[src/rtl/spm_pkg.sv]
package spm_pkg;

    typedef enum logic {
        ROLE_ALT    = 1'b0,
        ROLE_PERIPH = 1'b1
    } pin_role_t;

    function automatic logic apply_pol(input logic level, input logic active_high);
        return active_high ? level : ~level;
    endfunction

endpackage

[src/rtl/spm_win_decode.sv]
module spm_win_decode #(
    parameter int unsigned ADDR_W   = 16,
    parameter int unsigned WIN_BITS = 3
) (
    input  logic [ADDR_W-1:0]  addr_i,
    input  logic [ADDR_W-1:0]  base_i,
    input  logic               ior_n_i,
    input  logic               iow_n_i,
    input  spm_pkg::pin_role_t role_i,
    output logic               sel_n_o
);
    localparam logic [ADDR_W-1:0] LOW_MASK  = ADDR_W'((64'd1 << WIN_BITS) - 64'd1);
    localparam logic [ADDR_W-1:0] HIGH_MASK = ~LOW_MASK;

    logic hit;
    logic strobe;

    always_comb begin
        hit     = ((addr_i ^ base_i) & HIGH_MASK) == '0;
        strobe  = !ior_n_i || !iow_n_i;
        sel_n_o = !((role_i == spm_pkg::ROLE_PERIPH) && hit && strobe);
    end

endmodule

[src/rtl/spm_ctrl.sv]
module spm_ctrl #(
    parameter int unsigned ADDR_W = 16
) (
    input  logic               clk,
    input  logic               rst_n,
    input  logic               strap_n_i,
    input  logic               base_we_i,
    input  logic [ADDR_W-1:0]  base_wdata_i,
    input  logic               cfg_pol_we_i,
    input  logic               cfg_pol_i,
    input  logic               reg_pol_we_i,
    input  logic               reg_pol_i,
    output logic [ADDR_W-1:0]  base_o,
    output logic               pol_o,
    output spm_pkg::pin_role_t role_o
);
    typedef struct packed {
        logic [ADDR_W-1:0]  base;
        logic               pol;
        spm_pkg::pin_role_t role;
    } ctrl_state_t;

    ctrl_state_t st_d, st_q;

    always_comb begin
        st_d = st_q;
        if (base_we_i) begin
            st_d.base = base_wdata_i;
        end
        if (reg_pol_we_i) begin
            st_d.pol = reg_pol_i;
        end else if (cfg_pol_we_i) begin
            st_d.pol = cfg_pol_i;
        end
        if (st_q.role == spm_pkg::ROLE_ALT && !strap_n_i && st_q.base != '0) begin
            st_d.role = spm_pkg::ROLE_PERIPH;
        end
    end

    always_ff @(posedge clk or negedge rst_n) begin
        if (!rst_n) begin
            st_q <= '0;
        end else begin
            st_q <= st_d;
        end
    end

    assign base_o = st_q.base;
    assign pol_o  = st_q.pol;
    assign role_o = st_q.role;

    assert_switch_cause_R3: assert property (@(posedge clk) disable iff (!rst_n)
        $rose(st_q.role == spm_pkg::ROLE_PERIPH) |-> $past(!strap_n_i && st_q.base != '0))
        else $error("role switched without strap low and non-zero base");

    assert_role_sticky_R4: assert property (@(posedge clk) disable iff (!rst_n)
        (st_q.role == spm_pkg::ROLE_PERIPH) |=> (st_q.role == spm_pkg::ROLE_PERIPH))
        else $error("peripheral role dropped without reset");

    assert_pol_write_only_R7: assert property (@(posedge clk) disable iff (!rst_n)
        !$stable(st_q.pol) |-> $past(cfg_pol_we_i || reg_pol_we_i))
        else $error("polarity changed without a write");

endmodule

[src/rtl/spm_irq_path.sv]
module spm_irq_path #(
    parameter int unsigned SYNC_STAGES = 2
) (
    input  logic clk,
    input  logic rst_n,
    input  logic irq_i,
    input  logic pol_i,
    output logic irq_o
);
    typedef struct packed {
        logic [SYNC_STAGES-1:0] chain;
    } sync_state_t;

    sync_state_t sy_d, sy_q;

    generate
        if (SYNC_STAGES > 1) begin : g_multi
            always_comb begin
                sy_d.chain = {sy_q.chain[SYNC_STAGES-2:0], irq_i};
            end
        end else begin : g_single
            always_comb begin
                sy_d.chain = irq_i;
            end
        end
    endgenerate

    always_ff @(posedge clk or negedge rst_n) begin
        if (!rst_n) begin
            sy_q <= '0;
        end else begin
            sy_q <= sy_d;
        end
    end

    assign irq_o = spm_pkg::apply_pol(sy_q.chain[SYNC_STAGES-1], pol_i);

endmodule

[src/rtl/shared_pin_cs_mux.sv]
module shared_pin_cs_mux #(
    parameter int unsigned ADDR_W      = 16,
    parameter int unsigned WIN_BITS    = 3,
    parameter int unsigned SYNC_STAGES = 2
) (
    input  logic              clk,
    input  logic              rst_n,
    input  logic              strap_n_i,
    input  logic [ADDR_W-1:0] addr_i,
    input  logic              ior_n_i,
    input  logic              iow_n_i,
    input  logic              base_we_i,
    input  logic [ADDR_W-1:0] base_wdata_i,
    input  logic              cfg_pol_we_i,
    input  logic              cfg_pol_i,
    input  logic              reg_pol_we_i,
    input  logic              reg_pol_i,
    input  logic              alt_a_i,
    input  logic              alt_b_i,
    input  logic              per_irq_i,
    output logic              pin_a_o,
    output logic              pin_b_o
);
    logic [ADDR_W-1:0]  base;
    logic               pol;
    spm_pkg::pin_role_t role;
    logic               sel_n;
    logic               irq_lvl;

    spm_ctrl #(.ADDR_W(ADDR_W)) u_ctrl (
        .clk          (clk),
        .rst_n        (rst_n),
        .strap_n_i    (strap_n_i),
        .base_we_i    (base_we_i),
        .base_wdata_i (base_wdata_i),
        .cfg_pol_we_i (cfg_pol_we_i),
        .cfg_pol_i    (cfg_pol_i),
        .reg_pol_we_i (reg_pol_we_i),
        .reg_pol_i    (reg_pol_i),
        .base_o       (base),
        .pol_o        (pol),
        .role_o       (role)
    );

    spm_win_decode #(.ADDR_W(ADDR_W), .WIN_BITS(WIN_BITS)) u_dec (
        .addr_i  (addr_i),
        .base_i  (base),
        .ior_n_i (ior_n_i),
        .iow_n_i (iow_n_i),
        .role_i  (role),
        .sel_n_o (sel_n)
    );

    spm_irq_path #(.SYNC_STAGES(SYNC_STAGES)) u_irq (
        .clk   (clk),
        .rst_n (rst_n),
        .irq_i (per_irq_i),
        .pol_i (pol),
        .irq_o (irq_lvl)
    );

    always_comb begin
        if (role == spm_pkg::ROLE_PERIPH) begin
            pin_a_o = sel_n;
            pin_b_o = irq_lvl;
        end else begin
            pin_a_o = alt_a_i;
            pin_b_o = alt_b_i;
        end
    end

    assert_cs_needs_strobe_R1: assert property (@(posedge clk) disable iff (!rst_n)
        (role == spm_pkg::ROLE_PERIPH && ior_n_i && iow_n_i) |-> pin_a_o)
        else $error("chip select active with no strobe");

    assert_cs_in_window_R2: assert property (@(posedge clk) disable iff (!rst_n)
        (role == spm_pkg::ROLE_PERIPH && !pin_a_o) |-> ((addr_i >> WIN_BITS) == (base >> WIN_BITS)))
        else $error("chip select active outside window");

endmodule

[config.mk]
export PLATFORM = sky130hd
export DESIGN_NAME = shared_pin_cs_mux
export DESIGN_NICKNAME = d
export VERILOG_FILES = /design/src/rtl/spm_pkg.sv /design/src/rtl/spm_win_decode.sv /design/src/rtl/spm_ctrl.sv /design/src/rtl/spm_irq_path.sv /design/src/rtl/shared_pin_cs_mux.sv
export SDC_FILE = /design/constraint.sdc
export NUM_CORES = 1
export LEC_CHECK = 0
export ABC_AREA = 1
export BUFFER_PORTS_ARGS = -buffer_cell sky130_fd_sc_hd__buf_2
export CORE_MARGIN = 2
export CORE_UTILIZATION = 51
export DETAILED_ROUTE_END_ITERATION = 16
export PLACE_DENSITY = 0.87
export REMOVE_ABC_BUFFERS = 1
export SLEW_MARGIN = 20
export SYNTH_ARGS = -nofsm -noshare
export SYNTH_HDL_FRONTEND = slang
export SYNTH_HIERARCHICAL = 1
export SYNTH_SLANG_ARGS = --single-unit
[constraint.sdc]
create_clock -name clk -period 3 [get_ports clk]
set_input_delay 0.3 -clock clk [delete_from_list [all_inputs] [get_ports clk]]
set_output_delay 0.3 -clock clk [all_outputs]
set_load 0.01 [all_outputs]
After elaboration in Yosys (flattened, before gate mapping)
Cells that the tools add are included.

storage, ports and cells
  register bits = 20
  bits of input ports = 45
  output and inout port bits = 2
  word-level logic and storage cells = 24

cells by class
  muxes and demuxes = 5
  bitwise gates (word level) = 3
  reductions and logical operators = 12

operators by type and width
  kind                 count
  16-bit logical NOT   1
  16-bit nonzero test  1
  16-bit XOR           1
  1-bit 2-to-1 mux     5
  1-bit logical AND    4
  1-bit logical NOT    4
  1-bit inverter       2
  2-bit nonzero test   1
  1-bit logical OR     1

Longest topological paths before layout
  word-level depth = 6
  gate-level depth with buffers = 9
  mapped depth without buffers = 9

Hierarchy
Netlist, hierarchy kept.

modules (own cells, without submodules)
  module             instances  cells each  area each (um2)  sequential area each (um2)
  spm_ctrl           1          60          793.3            450.4
  spm_win_decode     1          72          280.3            0.0
  spm_irq_path       1          7           68.8             50.0
  shared_pin_cs_mux  1          7           26.3             0.0

Worst setup path after synthesis
Ideal clock, no wire load.

  path kind = reg2out
  from = reg u_ctrl.st_q (netlist bit u_ctrl/base_o[7])
  to = out pin_a_o
  arrival time = 891 ps
  data required time = 2700 ps
  slack = 1809 ps
  stages on the path, launching flop included = 9
  path buffers = 0
  cells stage by stage = dfrtp_1 nand2_1 nand2_1 nor2_1 nand2_1 nor2_1 nand2_1 nand2_1 nand2_1

on the way
  word-level cells in the longest chain between the ends = 6

RTL lines
  what                            RTL line                 source
  start: declaration              spm_ctrl.sv:23           ctrl_state_t st_d, st_q;
  start signal: assignment        spm_ctrl.sv:44           st_q <= st_d;
  16-bit XOR                      spm_win_decode.sv:19     hit = ((addr_i ^ base_i) & HIGH_MASK) == '0;
  16-bit logical NOT              spm_win_decode.sv:19
  1-bit logical AND (2 in a row)  spm_win_decode.sv:21     sel_n_o = !((role_i == spm_pkg::ROLE_PERIPH) && hit && strobe);
  1-bit logical NOT               spm_win_decode.sv:21
  net sel_n                       shared_pin_cs_mux.sv:27  logic sel_n;
  1-bit 2-to-1 mux                shared_pin_cs_mux.sv:63  if (role == spm_pkg::ROLE_PERIPH) begin
  end: declaration                shared_pin_cs_mux.sv:21  output logic pin_a_o,

The timed path passes the listed nets, and every way through them passes these cells.

Worst setup path in the final report
  from = reg u_ctrl.st_q (netlist bit u_ctrl/base_o[6])
  to = out pin_a_o

The elaborated chain is that of the path after synthesis.

==> results by stage <==
Synthesis:
- After synthesis, the netlist uses 10 different library cells.
- The cell area after synthesis is 1170 sq um.
- For this run, the register share of the synthesized area comes to 0.428.
- In the synthesized netlist the dominant register cell turns out to be dfrtp_1.
- In this run, synthesis inferred 0 flip-flops with an integrated enable.
- The dominant cell by count in the synthesized netlist is nand2_1.
- The synthesized design spends more area on one cell type than any other, namely dfrtp_1.
- The Yosys warning count is 6.
- In the synthesized netlist, the cells that appear most often are nand2_1, inv_1, dfrtp_1, nor2_1, mux2_4.
- In this run the mean area of a mapped cell was 8.00 sq um.
- Sorting the synthesized cells by area gives the leading types as dfrtp_1, nand2_1, mux2_4.
- The synthesized instance count is 146.
- The portion of synthesized cell area occupied by the leading cell type is 0.428.
- The count of state elements after synthesis is 20.
- The proportion of register bits with asynchronous set or reset after synthesis is 1.00.

Floorplanning:
- The die boundary width is 51.9 um.
- The effective utilization at floorplan is 0.533.
- The area inside the core boundary is 2190 sq um.
- For this design the top-level I/O count stands at 47.
- The number of standard-cell rows in the floorplan is 17.
- In this run the vertical extent of the chip is 51.9 um.
- The floorplan die area is 2690 sq um.

Clocking:
- The CTS H-tree depth is 1.
- The CTS tree is done.
- No sink is reached through more buffers than the 2 on the longest clock path.
- For the worst-skew pair, the clock arrives at the later sink with an insertion delay of 0.30 ns.
- After clock tree synthesis, the clock-pin slew on the worst setup and hold paths is 0.11 ns.
- The number of clock buffers added by TritonCTS is 3.
- The post-CTS setup-driven buffer insertion count is 0.
- For this design, the sink count on the clock tree is 20.
- The master cell of the clock root buffer is clkbuf_4.

Drt:
- The detailed router finished its first iteration with 26 violations.
- The detail route stage leaves a number of antenna-violating nets equal to 0.
- The aggregate routed wire length is 2290 um.
- Before antenna repair, the detailed router went through 4 iterations.
- The vias after detailed routing is 1,012.
- The final routed wire length divided by cell count is 10.4 um.
- The count of unresolved DRC violations after routing is 0.
- After detailed routing, the number of vias per cell comes to 4.62.

Place:
- Once placement completed, the tool counted placed cells totaling 215.
- The last weighted congestion value of the routability-driven placer is 0.820.
- In this run the tool buffered the top-level ports with 43 buffer cells.
- The post-DP HPWL is 1800 um.
- The standard cell area after detailed placement is 1390 sq um.

Power:
- The leakage dissipation is 0.866 nW.
- The power per cell area is 398 nW/um^2.
- The worst voltage drop across the vdd grid is 0.000284 V.

Min path:
- The tightest min-delay check is of the input port to flop type.
- The number of stages on the worst hold path is 1.
- The path with the worst hold slack has its endpoint at u_irq/sy_q[0].
- In this run the most critical hold path is launched from per_irq_i.

Final layout:
- The antenna diode count is 0.
- At the end of the flow the core is filled with cells to 0.648.
- The final cell area excluding filler cells is 1420 sq um.
- After the flow finishes, the layout carries non-filler instances totaling 219.
- Of the cells placed in the final design, the portion with a size suffix greater than 1 is 0.325.
- From synthesis to final layout, the design area changed by 21.5%.
- After the last flow step, the layout net total stands at 238.

Setup path:
- The terminus of the critical flop-to-flop path is u_ctrl/role_o.
- The maximum fanout encountered on the critical timing path is 4.
- Among all stages on the critical path, the largest delay is contributed by dfrtp_1.
- The setup check on the worst reg-to-reg path leaves a slack of 1.99 ns.
- The cell that appears most often on the critical path is nand2_1.
- The critical path launch point type is a flop.
- STA puts the critical path data arrival time at 1.51 ns.
- The stage delay of the slowest cell on the critical path is 0.41 ns.
- Broken down by cell family, the worst path's largest delay share belongs to simple AND/OR/NAND/NOR gates.
- The worst register-to-register path has a depth of 6.
- The critical path goes through inv_1, nand2_1, nand2_1, nor2_1, nand2_1, nor2_1, nand2_1, nand2_1, nand2_1, buf_2.
- The critical path is of the flop to primary output type.
- The sum of buffers and inverters on the critical path is 2.
- The endpoint type of the worst setup path is a primary output.
- The data required time of the critical path is 2.70 ns.
- The reg-to-reg critical path startpoint is u_ctrl/base_o[11].

Global routing:
- The global-route usage over all layers is 0.197.
- The pin count of the biggest net entering global routing is 21.
- The number of antenna violations at the first check in global routing is 0.
- Global routing finished with a remaining overflow of 0.
- The global-route wire length before repair is 3810 um.
- The number of global-route vias before repair is 957.

Timing:
- The upper clock frequency limit is 551 MHz.
- Headroom to the max-slew limit came out at 0.695.
- The number of failing hold endpoints at the final stage is 0.
- The final number of max-transition violations is 0.
- At the pin with the least slew margin, the transition time is 0.458 ns.
- The worst path needs 1.81 ns of the cycle, external delays included.
- The final-layout worst hold slack is 0.105 ns.
- Setup repair after global routing left no endpoint under its margin.
- Setup violations remaining at the end of the flow were counted as 0.
- The ratio of final minimum period to clock period is 0.605.
- The final total negative setup slack is 0 ns.
- The worst clock skew is 0.00617 ns.

Run status:
- The run finished with clean final reports.

Flow run:
- The max-cap check violation count is 0.
==> registers in the layout, indices dropped and copies added (netlist names) <==
name and cells:
u_ctrl/base_o 16, u_irq/sy_q 2, u_ctrl/pol_o 1, u_ctrl/role_o 1
==> area by class of cell <==
class | instances | area [sq um]
tap | 28 | 35.0
timing repair buffer | 44 | 225
multi-input combinational | 96 | 532
sequential | 20 | 500
fill | 199 | 771
clock buffer | 3 | 22.5
inverter | 28 | 105
==> cell usage in the layout, fill, tap and decap left out <==
cell type,instances
buf_2,43
clkbuf_4,3
dfrtp_1,20
dlygate4sd3_1,1
inv_1,28
mux2_2,6
mux2_4,10
nand2_1,57
nor2_1,20
o31ai_1,1
xnor2_1,2
==> timing repair <==
action                                  in CTS  in global routing
resized for setup                            0                  0
hold endpoints to repair                    20                  0
endpoints found under the setup margin       0                  0
hold buffers                                 1                  0
==> per-stage QoR <==
stage	worst slack, ns	total power [mW]
floorplan	1.81	0.391
global placement	1.62	0.438
detailed placement	1.51	0.447
CTS	1.18	0.570
global route	1.03	0.603
finish	1.19	0.566
==> worst register-to-register path, stage by stage, from the launching register on <==
cell     delay (ns)
dfrtp_1        0.42
nor2_1         0.13
nand2_1        0.07
nor2_1         0.11
nand2_1        0.07
nand2_1        0.06
nand2_1        0.05
==> power breakdown <==
| group | internal (mW) | leakage (nW) | switching, mW |
|---|---|---|---|
| combinational | 0.0702 | 0.621 | 0.0564 |
| sequential | 0.294 | 0.231 | 0.0224 |
| clock | 0.0468 | 0.0138 | 0.0764 |
| total | 0.411 | 0.866 | 0.155 |
==> layer usage <==
layer	part of all wire	vias up	wire length (um)	GRT usage
met4	0.011	0	26	0.0965
met5	0	-	0	0
met1	0.41	452	948	0.231
li1	-	519	-	-
met2	0.51	37	1170	0.350
met3	0.062	4	141	0.0259
==> worst max-delay path by stage <==
stage	startpoint	to	slack [ns]	depth (start not counted)
floorplan	u_ctrl/base_o[7]	pin_a_o	1.81	8
global placement	addr_i[12]	pin_a_o	1.62	11
detailed placement	u_ctrl/base_o[9]	pin_a_o	1.51	10
CTS	u_ctrl/base_o[9]	pin_a_o	1.18	10
global route	u_ctrl/base_o[6]	pin_a_o	1.03	10
finish	u_ctrl/base_o[6]	pin_a_o	1.19	10
==> cells by family after synthesis <==
logic type,count (synthesis),share of synthesized area
AO/OA/AOI/OAI,1,0.00643
XOR/XNOR,2,0.0150
buffers and inverters,30,0.117
AND/OR/NAND/NOR,77,0.247
flip-flops,20,0.428
multiplexers,16,0.186
Power figures use the tool's default switching activity.
